--- config.mk ---
export PLATFORM = sky130hd
export DESIGN_NAME = shared_adder_alu
export DESIGN_NICKNAME = d
export VERILOG_FILES = /design/src/rtl/alu_pkg.sv /design/src/rtl/alu_operand.sv /design/src/rtl/alu_adder.sv /design/src/rtl/alu_out_sel.sv /design/src/rtl/shared_adder_alu.sv
export SDC_FILE = /design/constraint.sdc
export NUM_CORES = 1
export LEC_CHECK = 0
export BUFFER_PORTS_ARGS = -buffer_cell sky130_fd_sc_hd__buf_2
export CORE_AREA = 2 2 127 129
export DETAILED_ROUTE_END_ITERATION = 8
export DIE_AREA = 0 0 129 131
export PLACE_DENSITY_LB_ADDON = 0.1
export SYNTH_ARGS = -nofsm -noshare
export SYNTH_HDL_FRONTEND = slang
export SYNTH_SLANG_ARGS = --single-unit
--- constraint.sdc ---
create_clock -name vclk -period 4.29
set_input_delay 0.429 -clock vclk [all_inputs]
set_output_delay 0.429 -clock vclk [all_outputs]
set_load 0.05 [all_outputs]
--- src/rtl/alu_pkg.sv ---
package alu_pkg;
  localparam int unsigned FN_W = 3;

  typedef enum logic [FN_W-1:0] {
    FN_AND  = 3'b000,
    FN_OR   = 3'b001,
    FN_ADD  = 3'b010,
    FN_RSVD = 3'b011,
    FN_ANDN = 3'b100,
    FN_ORN  = 3'b101,
    FN_SUB  = 3'b110,
    FN_SLT  = 3'b111
  } alu_fn_e;

  typedef enum logic [1:0] {
    SEL_AND = 2'b00,
    SEL_OR  = 2'b01,
    SEL_SUM = 2'b10,
    SEL_SGN = 2'b11
  } alu_sel_e;
endpackage

--- src/rtl/alu_operand.sv ---
module alu_operand #(
  parameter int unsigned WIDTH = 32
) (
  input  logic [WIDTH-1:0] b_i,
  input  logic             inv_i,
  output logic [WIDTH-1:0] b_o
);
  assign b_o = b_i ^ {WIDTH{inv_i}};
endmodule

--- src/rtl/alu_adder.sv ---
module alu_adder #(
  parameter int unsigned WIDTH = 32
) (
  input  logic [WIDTH-1:0] a_i,
  input  logic [WIDTH-1:0] b_i,
  input  logic             cin_i,
  output logic [WIDTH-1:0] sum_o
);
  assign sum_o = a_i + b_i + {{(WIDTH-1){1'b0}}, cin_i};
endmodule

--- src/rtl/alu_out_sel.sv ---
module alu_out_sel
  import alu_pkg::*;
#(
  parameter int unsigned WIDTH = 32
) (
  input  logic [WIDTH-1:0] a_i,
  input  logic [WIDTH-1:0] b_i,
  input  logic [WIDTH-1:0] sum_i,
  input  logic             inv_i,
  input  alu_sel_e         sel_i,
  output logic [WIDTH-1:0] y_o
);
  always_comb begin
    unique case (sel_i)
      SEL_AND: y_o = a_i & b_i;
      SEL_OR:  y_o = a_i | b_i;
      SEL_SUM: y_o = sum_i;
      // sign bit only valid with inverted operand; otherwise reserved code
      SEL_SGN: y_o = inv_i ? {{(WIDTH-1){1'b0}}, sum_i[WIDTH-1]} : '0;
      default: y_o = '0;
    endcase
  end

  always_comb begin
    if (sel_i == SEL_SGN && !inv_i)
      a_r7_rsvd_zero: assert (y_o == '0) else $error("R7 reserved code nonzero");
    if (sel_i == SEL_SGN && inv_i)
      a_r6_slt_upper_zero: assert (y_o[WIDTH-1:1] == '0) else $error("R6 slt upper bits set");
  end
endmodule

--- src/rtl/shared_adder_alu.sv ---
module shared_adder_alu
  import alu_pkg::*;
#(
  parameter int unsigned WIDTH = 32
) (
  input  logic [WIDTH-1:0] a_i,
  input  logic [WIDTH-1:0] b_i,
  input  logic [2:0]       fn_i,
  output logic [WIDTH-1:0] y_o,
  output logic             zero_o
);
  logic             inv;
  alu_sel_e         sel;
  logic [WIDTH-1:0] b_op;
  logic [WIDTH-1:0] sum;

  assign inv = fn_i[2];
  assign sel = alu_sel_e'(fn_i[1:0]);

  alu_operand #(.WIDTH(WIDTH)) i_operand (
    .b_i   (b_i),
    .inv_i (inv),
    .b_o   (b_op)
  );

  // carry-in tied to the invert bit: A + ~B + 1
  alu_adder #(.WIDTH(WIDTH)) i_adder (
    .a_i   (a_i),
    .b_i   (b_op),
    .cin_i (inv),
    .sum_o (sum)
  );

  alu_out_sel #(.WIDTH(WIDTH)) i_out_sel (
    .a_i   (a_i),
    .b_i   (b_op),
    .sum_i (sum),
    .inv_i (inv),
    .sel_i (sel),
    .y_o   (y_o)
  );

  assign zero_o = ~|y_o;

  always_comb begin
    if (fn_i == FN_SUB)
      a_r5_sub_diff: assert (y_o == a_i - b_i) else $error("R5 sub mismatch");
    if (fn_i == FN_ANDN)
      a_r1_andn: assert (y_o == (a_i & ~b_i)) else $error("R1 andn mismatch");
    if (fn_i == FN_ADD)
      a_r4_add_sum: assert (y_o == a_i + b_i) else $error("R4 add mismatch");
    a_r8_zero_flag: assert (zero_o == (y_o == '0)) else $error("R8 zero flag mismatch");
  end
endmodule

# After elaboration in Yosys (flattened, before gate mapping)

Cells that the tools add are included.

Input port bits: 67
Memories: 0
Memory bits (read-only): 0
Flip-flop bits (word level): 0
Bits in writable memories: 0
Latch bits: 0

Equality and inequality tests: 3
Reduce and logical (&&, ||, !) cells: 3
Mux-type cells: 2
Shift operators: 0
$lt $le $gt $ge: 0
Add/sub/neg operators: 2
Multipliers: 0
Div/mod/pow operators: 0
Bitwise logic cells: 3

Operators with widths:

| operator             | count |
|---|---|
| $pmux W32 S4         | 1 |
| $add A32 B1 Y32      | 1 |
| $add A32 B32 Y32     | 1 |
| $and A32 B32 Y32     | 1 |
| $or A32 B32 Y32      | 1 |
| $reduce_or A32 Y1    | 1 |
| $xor A32 B32 Y32     | 1 |
| $eq A2 B2 Y1 const B | 2 |
| $eq A2 B1 Y1 const B | 1 |
| $logic_not A2 Y1     | 1 |
| $logic_not A1 Y1     | 1 |
| $mux W1              | 1 |

# Longest topological paths before layout

Gate-level depths: netlist of the first run.

Depth in word-level cells: 7
Depth in mapped cells: 16
Mapped depth without buffers: 13

# Modules after synthesis

A second synthesis of the first run with hierarchy kept.

Cells, all modules: 468
Area, all modules: 3141.8 µm²

Modules (own cells, without submodules):

| module           | instances | area each (µm²) | cells each | sequential area each (µm²) |
|---|---|---|---|---|
| alu_adder        | 1         | 2003.2          | 280        | 0.0 |
| alu_out_sel      | 1         | 714.4           | 141        | 0.0 |
| alu_operand      | 1         | 351.6           | 36         | 0.0 |
| shared_adder_alu | 1         | 72.6            | 11         | 0.0 |

# Least setup slack after synthesis of the first run

OpenSTA, ideal clock, no wires.

Kind: in2out
Start point: input fn_i[2]
End point: output zero_o
Stages: 15
Path buffers: 2
Path slack: -1096 ps
Arrival time: 4957 ps
Data required time: 3861 ps
Cells stage by stage: buf_4 > buf_1 > xor2_1 > inv_1 > ha_1 > a21oi_1 > a211oi_2 > o21ai_4 > nand4_1 > o311ai_0 > nor4_1 > nand3_1 > a2111oi_2 > nand4_1 > nor4_2

Elaborated cells on any way between the ends: 9
Classes of those cells: 2 x add/sub; 2 x mux; 3 x bitwise; 2 x reduce/logical

RTL lines:

| item                  | line                   | text |
|---|---|---|
| from (decl)           | shared_adder_alu.sv:8  | `input logic [2:0] fn_i,` |
| $xor A32 B32 Y32      | alu_operand.sv:8       | `assign b_o = b_i ^ {WIDTH{inv_i}};` |
| $add A32 B32 Y32      | alu_adder.sv:9         | `assign sum_o = a_i + b_i + {{(WIDTH-1){1'b0}}, cin_i};` |
| $add A32 B1 Y32       | alu_adder.sv:9         |  |
| $pmux W32 S4 (*)      | alu_out_sel.sv:14      | `unique case (sel_i)` |
| named net y_o[11]     | shared_adder_alu.sv:9  | `output logic [WIDTH-1:0] y_o,` |
| $reduce_or A32 Y1 (*) | shared_adder_alu.sv:43 | `assign zero_o = ~\|y_o;` |
| $logic_not A1 Y1 (*)  | shared_adder_alu.sv:43 |  |
| to (decl)             | shared_adder_alu.sv:10 | `output logic zero_o` |

Mark *: on every way through the listed nets, which the timed path passes. The rest lies on a longest branch.

# Final worst setup path of the first run

Start point: input fn_i[2]
End point: output zero_o

Word-level cells in the longest chain between the ends: 7
Elaborated cells on any way between the ends: 9
Classes of those cells: 2 x add/sub; 2 x mux; 3 x bitwise; 2 x reduce/logical

Ends and longest elaborated chain:

| item                  | line                   | text |
|---|---|---|
| $xor A32 B32 Y32      | alu_operand.sv:8       |  |
| $add A32 B32 Y32      | alu_adder.sv:9         |  |
| $add A32 B1 Y32       | alu_adder.sv:9         |  |
| $mux W1               | alu_out_sel.sv:19      | `SEL_SGN: y_o = inv_i ? {{(WIDTH-1){1'b0}}, sum_i[WIDTH-1]} : '0;` |
| $pmux W32 S4 (*)      | alu_out_sel.sv:14      |  |
| $reduce_or A32 Y1 (*) | shared_adder_alu.sv:43 |  |
| $logic_not A1 Y1 (*)  | shared_adder_alu.sv:43 |  |

Mark *: on every way between the ends. The rest lies on a longest branch, timed or not.

==> flow_metrics.py, run 1 <==
metrics = {
    "run_status": {
        "status": "complete, but fails checks",
        "violations": "setup timing",
    },
    "final_layout": {
        "fin_util_pct": 41.5,
        "clkbuf_count": 0,
        "nNetsFinal": 924,
        "design_area_mm2": 0.00647,
        "seq_cell_count": 0,
        "antenna_cells": 0,
        "layout-area-overhead-vs-synth_pct": 69.7,
        "fillers": 1640,
        "regArea_um2": 0,
        "drive_above_1_share_pct": 46.2,
    },
    "floorplanning": {
        "fp-row-count": 46,
        "core_mm2": 0.0156,
        "start_util_pct": 24.4,
        "die_y_um": 131,
        "die_x_um": 129,
        "dieArea_mm2": 0.0169,
        "io_pins": 100,
    },
    "global_route": {
        "grt.overflow.total": 0,
        "grt_pass1_vias": 4786,
        "grt_max_degree": 20,
        "grt_pass1_wl_um": 25200,
        "track_usage_pct": 18.7,
        "antenna_found_initial": 0,
    },
    "pwr": {
        "powerDensity_mw_per_mm2": 218,
        "ir_drop_mv": 0.0824,
        "p_leak_nw": 3.16,
        "power.total_mw": 1.41,
    },
    "placed_design": {
        "io_buffers": 100,
        "dp_hpwl_um": 13200,
        "dpl-instance-area_mm2": 0.00576,
        "globalplace.congestion": 0.874,
        "dp_slack_ns": -0.551,
    },
    "synthesis": {
        "synth_cell_types": 74,
        "synth_most_common_cell": "inv_1",
        "synth_nets": 690,
        "synth-adder-area-share_pct": 21.5,
        "synth.area.mux_share_pct": 3.74,
        "synth_top_area_cell": "ha_1",
        "ys_warn_count": 0,
        "synth-xor-area-share_pct": 11.5,
        "syn_inst": 558,
        "postSynthAreaPerCell_um2": 6.83,
        "syn_area_mm2": 0.00381,
        "synth_top_family_by_area": "compound AO/OA/AOI/OAI gates",
        "ys_top_cells_by_count": "inv_1 (72), ha_1 (64), nor2_1 (52), a21oi_1 (49), xor2_1 (41)",
        "synth-simple-area-share_pct": 20.1,
        "synth_top_area_share_pct": 21.0,
        "synthTopCellsByArea": "ha_1 (21%), xor2_1 (9.4%), inv_1 (7.1%)",
        "ys_seq_area_share_pct": 0,
        "synth_compound_area_share_pct": 32.3,
    },
    "sta": {
        "finalHoldViolCount": 0,
        "post-route-period-util_pct": 102,
        "period_needed_ns": 4.37,
        "max_freq_mhz": 229,
        "max-slew-margin-rel_pct": 51.9,
        "drv_slew": 0,
        "rsz0062_at_grt": "yes",
        "finalSetupViolations": 1,
        "worst_slack_ns": -0.0822,
        "tightest_slew_ns": 0.720,
        "fin_hold_ws_ns": 1.45,
    },
    "worst_hold_path": {
        "hp-start": "a_i[31]",
        "hold_class": "in -> out",
        "whs_path_depth": 5,
    },
    "worst_setup_path": {
        "crit_fanout": 6,
        "startpoint": "fn_i[2]",
        "start_kind": "input pin",
        "end_kind": "primary output",
        "critical_path_class": "in -> out",
        "required_ns": 3.86,
        "cp_data_arrival_time_ns": 3.94,
    },
    "run": {
        "drv_cap": 0,
    },
    "drt": {
        "wl_um": 16000,
        "ant_nets": 0,
        "vias_per_cell": 4.77,
        "drt-pass1-iter-count": 5,
        "wl_per_cell_um": 15.9,
        "route.vias.total": 4803,
        "drtIter0Drc": 189,
        "drc": 0,
    },
}
-- layout make-up --
type	instances	area, µm²	share of cell area (%)
tap	216	270	4.18
multi-input combinational	456	4130	63.9
inverter	73	274	4.24
timing repair buffer	261	1790	27.7
-- routing by layer --
metal	global-route usage [%]	routed length (µm)
met1	26.8	7680
met5	0	0
met2	32.1	7480
met4	2.05	133
met3	0.855	661
-- worst max-delay path, cell delays in order --
cell and delay, ns:
buf_12 0.12, buf_12 0.15, xor2_4 0.17, inv_2 0.07, fa_2 0.38, nand2b_4 0.17, a21boi_4 0.30, buf_6 0.16
o21ai_2 0.05, a211oi_2 0.23, o211ai_1 0.17, a2111oi_4 0.35, nand3_2 0.16, a2111oi_4 0.34, nand4_1 0.21, nor4_4 0.26
buf_6 0.19
-- where the power goes --
part           internal (mW)  leakage (nW)  switching [mW]  total (mW)
sequential                 0             0               0           0
combinational          0.617          3.16           0.790        1.41
clock                      0             0               0           0
-- worst paths after layout --
| kind | to |
|---|---|
| max | zero_o |
| min | zero_o |
-- stage by stage --
| stage | TNS [ns] | cells |
|---|---|---|
| final | -0.0822 | 1006 |
| after global routing | -0.201 | 1006 |
| after CTS | 0 | 1002 |
| after detailed placement | -0.798 | 992 |
| after global placement | -0.677 | 992 |
| after floorplan | -0.0716 | 558 |
-- cell families after synthesis --
logic type      after synthesis
compound gates              173
simple gates                155
buf+inv                     102
fa+ha+maj                    65
xor+xnor                     50
mux                          13
-- cell usage in the layout (no fill, tap or decap), types with 7 or more instances in the layout --
master / Yosys / final
a21o_1: 10 / 10
a21oi_1: 49 / 40
a21oi_2: 1 / 7
buf_2: 8 / 97
buf_4: 1 / 155
ha_1: 64 / 48
ha_4: 0 / 15
inv_1: 72 / 69
mux2i_1: 12 / 11
nand2_1: 36 / 34
nand4_1: 18 / 18
nor2_1: 52 / 48
o21a_1: 8 / 7
o21ai_0: 27 / 18
o21ai_1: 6 / 9
o22ai_1: 8 / 7
xnor2_1: 9 / 8
xor2_1: 41 / 26
xor2_2: 0 / 12
-- what timing repair did --
item	CTS	global route
hold buffers	0	0
setup buffers	11	5
resized for setup	79	22
setup endpoints to repair	4	2
pin swaps	36	18
endpoints found under the hold margin	0	0
Note: power is estimated with default switching activity, not from simulation.
==> inputs of run 2 (changes only) <==
--- a/config.mk
+++ b/config.mk
@@ -9,6 +9,7 @@
 export CORE_AREA = 2 2 127 129
 export DETAILED_ROUTE_END_ITERATION = 8
 export DIE_AREA = 0 0 129 131
+export MAX_ROUTING_LAYER = met4
 export PLACE_DENSITY_LB_ADDON = 0.1
 export SYNTH_ARGS = -nofsm -noshare
 export SYNTH_HDL_FRONTEND = slang
==> run 2 against run 1 <==
The flow still finishes with violations (setup timing). Sequential cell count did not move. Combinational power barely moved. Sequential share of layout area did not move. First-iteration DRC count fell by 19%. Utilization rose by 0.19 points. Worst setup slack improved by 0.070 ns. Cell area rose by 0.46%. Largest cell class unchanged.
==> flow_metrics.py, run 2 (same netlist as run 1, synthesis figures left out) <==
metrics = {
    "run_status": {
        "status": "complete, but fails checks",
        "violations": "setup timing",
    },
    "floorplanning": {
        "die_x_um": 129,
        "dieArea_mm2": 0.0169,
        "io_pins": 100,
        "die_y_um": 131,
        "core_mm2": 0.0156,
        "start_util_pct": 24.4,
        "fp-row-count": 46,
    },
    "drt": {
        "vias_per_cell": 4.82,
        "drc": 0,
        "drtIter0Drc": 154,
        "wl_um": 16200,
        "wl_per_cell_um": 16.0,
        "ant_nets": 0,
        "drt-pass1-iter-count": 5,
        "route.vias.total": 4878,
    },
    "final_layout": {
        "clkbuf_count": 0,
        "seq_cell_count": 0,
        "nNetsFinal": 930,
        "fillers": 1644,
        "final_cell_mix": "buf_4 (161), buf_2 (97), inv_1 (67), nor2_1 (49), ha_1 (46)",
        "final_common_cell": "buf_4",
        "regArea_um2": 0,
        "multi_input_area_mm2": 0.00410,
        "drive_above_1_share_pct": 46.9,
        "antenna_cells": 0,
        "layout-area-overhead-vs-synth_pct": 70.5,
    },
    "sta": {
        "period_needed_ns": 4.30,
        "tns_ns": -0.0125,
        "drv_slew": 0,
        "finalSetupViolations": 1,
        "finalHoldViolCount": 0,
        "post-route-period-util_pct": 100,
        "tightest_slew_ns": 0.848,
        "max-slew-margin-rel_pct": 43.2,
        "max_freq_mhz": 232,
        "worst_slack_ns": -0.0125,
        "rsz0062_at_grt": "yes",
        "fin_hold_ws_ns": 1.44,
    },
    "placed_design": {
        "io_buffers": 100,
        "dp_hpwl_um": 13100,
        "globalplace.congestion": 0.905,
    },
    "global_route": {
        "grt_pass1_wl_um": 25800,
        "track_usage_pct": 19.7,
        "grt_max_degree": 21,
        "grt.overflow.total": 0,
        "grt_pass1_vias": 4859,
        "antenna_found_initial": 0,
    },
    "cts": {
        "ctsHoldBuffers": 0,
    },
    "pwr": {
        "power.total_mw": 1.42,
        "p_leak_nw": 3.16,
        "ir_drop_mv": 0.0849,
        "powerDensity_mw_per_mm2": 219,
    },
    "worst_setup_path": {
        "critical_path_class": "in -> out",
        "start_kind": "input pin",
        "crit_fanout": 6,
        "cp_data_arrival_time_ns": 3.87,
        "end_kind": "primary output",
        "required_ns": 3.86,
    },
    "worst_hold_path": {
        "whs_path_depth": 5,
        "hold_class": "in -> out",
    },
    "run": {
        "drv_cap": 0,
    },
}
==> run 2: critical path: stages <==
cell and delay (ns):
buf_12 0.12, buf_16 0.16, xor2_4 0.18, inv_2 0.06
fa_2 0.36, nand2b_4 0.17, a21boi_4 0.23, a2111oi_4 0.11
o31ai_2 0.28, buf_4 0.17, mux2i_4 0.24, o21ai_4 0.10
a211o_1 0.27, a2111oi_4 0.32, nand4_1 0.21, nor4_4 0.26
buf_6 0.19
==> run 2: path summary, 6_finish.rpt <==
kind	to	slack [ns]	start
setup / recovery	zero_o	-0.01	fn_i[2]
hold / removal	zero_o	1.44	a_i[31]
==> run 2: metrics by stage <==
step	worst slack (ns)	util, %	instances	cell area (µm²)
after global placement	-0.408	36.8	990	5740
after floorplan	-0.0716	-	558	4020
after detailed placement	-0.420	36.8	990	5740
final	-0.0125	41.6	1012	6500
after global routing	-0.210	41.6	1012	6500
after CTS	-0.0444	40.0	1006	6230
==> run 2: power by group <==
part           switching [mW]  internal [mW]  leakage [nW]
Sequential                  0              0             0
Clock                       0              0             0
Combinational           0.790          0.631          3.16
Total                   0.790          0.631          3.16
==> run 2: layout make-up <==
class	instances	area share, %
inverters	73	4.22
multi-input cells	456	63.1
well taps	216	4.16
repair buffers	267	28.5
==> run 2: timing repair <==
item	in CTS	in global routing
endpoints found under the setup margin	3	3
cloned	1	0
setup buffers	15	6
gates resized for setup	64	34
pin swaps	29	21
==> run 2: metal layers <==
layer | up-vias | wire, µm | GRT usage, %
met5 | - | 0 | -
met4 | 0 | 108 | 0.895
met3 | 4 | 643 | 0.244
met2 | 127 | 7640 | 33.5
met1 | 2298 | 7830 | 27.6
li1 | 2449 | - | -
==> inputs of run 3 (changes only) <==
--- a/config.mk
+++ b/config.mk
@@ -6,9 +6,11 @@
 export NUM_CORES = 1
 export LEC_CHECK = 0
 export BUFFER_PORTS_ARGS = -buffer_cell sky130_fd_sc_hd__buf_2
-export CORE_AREA = 2 2 127 129
+export CELL_PAD_IN_SITES_DETAIL_PLACEMENT = 0
+export CELL_PAD_IN_SITES_GLOBAL_PLACEMENT = 1
+export CORE_AREA = 2 2 116 141
 export DETAILED_ROUTE_END_ITERATION = 8
-export DIE_AREA = 0 0 129 131
+export DIE_AREA = 0 0 118 143
 export MAX_ROUTING_LAYER = met4
 export PLACE_DENSITY_LB_ADDON = 0.1
 export SYNTH_ARGS = -nofsm -noshare
==> run 3 against run 2 <==
The run still ends with setup timing left. Worst setup slack got worse by 0.044 ns. Via count fell by 2.4%. Cell area shrank 5.4%. Global-route usage shrank 0.66 points. Wire length is 0.29% lower. Critical path type unchanged. Largest cell class unchanged. Highest routed layer unchanged.
==> flow_metrics.py, run 3 (same netlist as run 1, synthesis figures left out) <==
metrics = {
    "run_status": {
        "status": "complete, but fails checks",
        "violations": "setup timing",
    },
    "worst_hold_path": {
        "hold_class": "in -> out",
    },
    "placed_design": {
        "globalplace.congestion": 0.877,
        "io_buffers": 100,
        "dp_hpwl_um": 13500,
    },
    "run": {
        "drv_cap": 0,
    },
    "worst_setup_path": {
        "crit_chain": "buf_6, buf_12, xor2_1, inv_1, ha_4, o211a_1, a21boi_4, a2111oi_1, a211oi_1, o211ai_1, a2111oi_4, nand3_2, a2111oi_2, nand4_1, nor4_4, buf_6",
        "cp_data_arrival_time_ns": 3.92,
        "path_buf_inv": 4,
        "critPathMaxStageDelay_ns": 0.35,
        "critical_path_class": "in -> out",
        "cpMaxStageDelayCell": "a2111oi_2",
        "crit_fanout": 8,
        "end_kind": "primary output",
        "crit_top_cell": "buf_6",
        "start_kind": "input pin",
        "crit_family": "compound AO/OA/AOI/OAI gates",
        "required_ns": 3.86,
    },
    "pwr": {
        "powerDensity_mw_per_mm2": 218,
        "ir_drop_mv": 0.120,
        "p_leak_nw": 3.08,
    },
    "final_layout": {
        "final_common_cell": "buf_4",
        "clkbuf_count": 0,
        "nNetsFinal": 914,
        "layout-area-overhead-vs-synth_pct": 61.2,
        "fillers": 1668,
        "antenna_cells": 0,
        "fin_util_pct": 39.8,
        "regArea_um2": 0,
        "drive_above_1_share_pct": 44.0,
        "multi_input_area_mm2": 0.00392,
        "final_cell_mix": "buf_4 (148), buf_2 (97), inv_1 (71), ha_1 (55), nor2_1 (50)",
        "seq_cell_count": 0,
    },
    "sta": {
        "post-route-period-util_pct": 101,
        "finalSetupViolations": 1,
        "tightest_slew_ns": 0.564,
        "finalHoldViolCount": 0,
        "max-slew-margin-rel_pct": 62.3,
        "rsz0062_at_grt": "yes",
        "drv_slew": 0,
        "period_needed_ns": 4.35,
        "fin_hold_ws_ns": 1.47,
        "worst_slack_ns": -0.0563,
        "max_freq_mhz": 230,
    },
    "global_route": {
        "grt_max_degree": 21,
        "grt.overflow.total": 0,
        "grt_pass1_vias": 4816,
        "antenna_found_initial": 0,
        "grt_pass1_wl_um": 25300,
        "track_usage_pct": 19.0,
    },
    "drt": {
        "route.vias.total": 4761,
        "ant_nets": 0,
        "wl_um": 16200,
        "drtIter0Drc": 231,
        "vias_per_cell": 4.82,
        "drc": 0,
        "drt-pass1-iter-count": 4,
        "wl_per_cell_um": 16.4,
    },
    "floorplanning": {
        "die_x_um": 118,
        "die_y_um": 143,
        "io_pins": 100,
        "dieArea_mm2": 0.0169,
        "core_mm2": 0.0155,
        "fp-row-count": 50,
        "start_util_pct": 24.7,
    },
    "cts": {
        "ctsHoldBuffers": 0,
    },
}
[run 3: changes by cell type in the layout (fill, tap and decap cells not counted), sizes merged]
cell / change
buf: -16
[run 3: path summary, 6_finish.rpt]
path | startpoint | end | slack [ns] | cells after the start
hold / removal | a_i[31] | zero_o | 1.47 | 5
setup / recovery | fn_i[2] | zero_o | -0.06 | 16
[run 3: where the power goes]
group          switching (mW)  total [mW]  internal (mW)
registers                   0           0              0
clock network               0           0              0
logic                   0.766        1.34          0.574
[run 3: layer usage]
layer | vias up | global-route usage [%] | share of wire (%)
li1 | 2411 | - | -
met1 | 2251 | 23.3 | 45
met2 | 89 | 36.1 | 52
met3 | 10 | 0.439 | 2.5
met4 | 0 | 1.46 | 0.94
met5 | - | - | 0
[run 3: timing repair]
action	4_1_cts	5_1_grt
resized for setup	65	5
buffers inserted	6	2
gates cloned	1	0
endpoints found under the setup margin	2	2
pin swaps	23	6
[run 3: final cells by class]
class | instances | share of cell area [%]
multi-input combinational | 456 | 63.7
timing repair buffer | 251 | 27.6
inverter | 73 | 4.46
tap | 208 | 4.24
[run 3: through the flow]
step                      area, µm²  setup TNS (ns)  setup WS, ns  power (mW)  cells
after floorplan                4020         -0.0716       -0.0716       0.772    558
after global placement         5680          -0.611        -0.480        1.25    979
after detailed placement       5680          -0.606        -0.516        1.25    979
after CTS                      6100         -0.0113       -0.0113        1.34    986
after global routing           6140          -0.244        -0.244        1.45    988
final                          6140         -0.0563       -0.0563        1.34    988
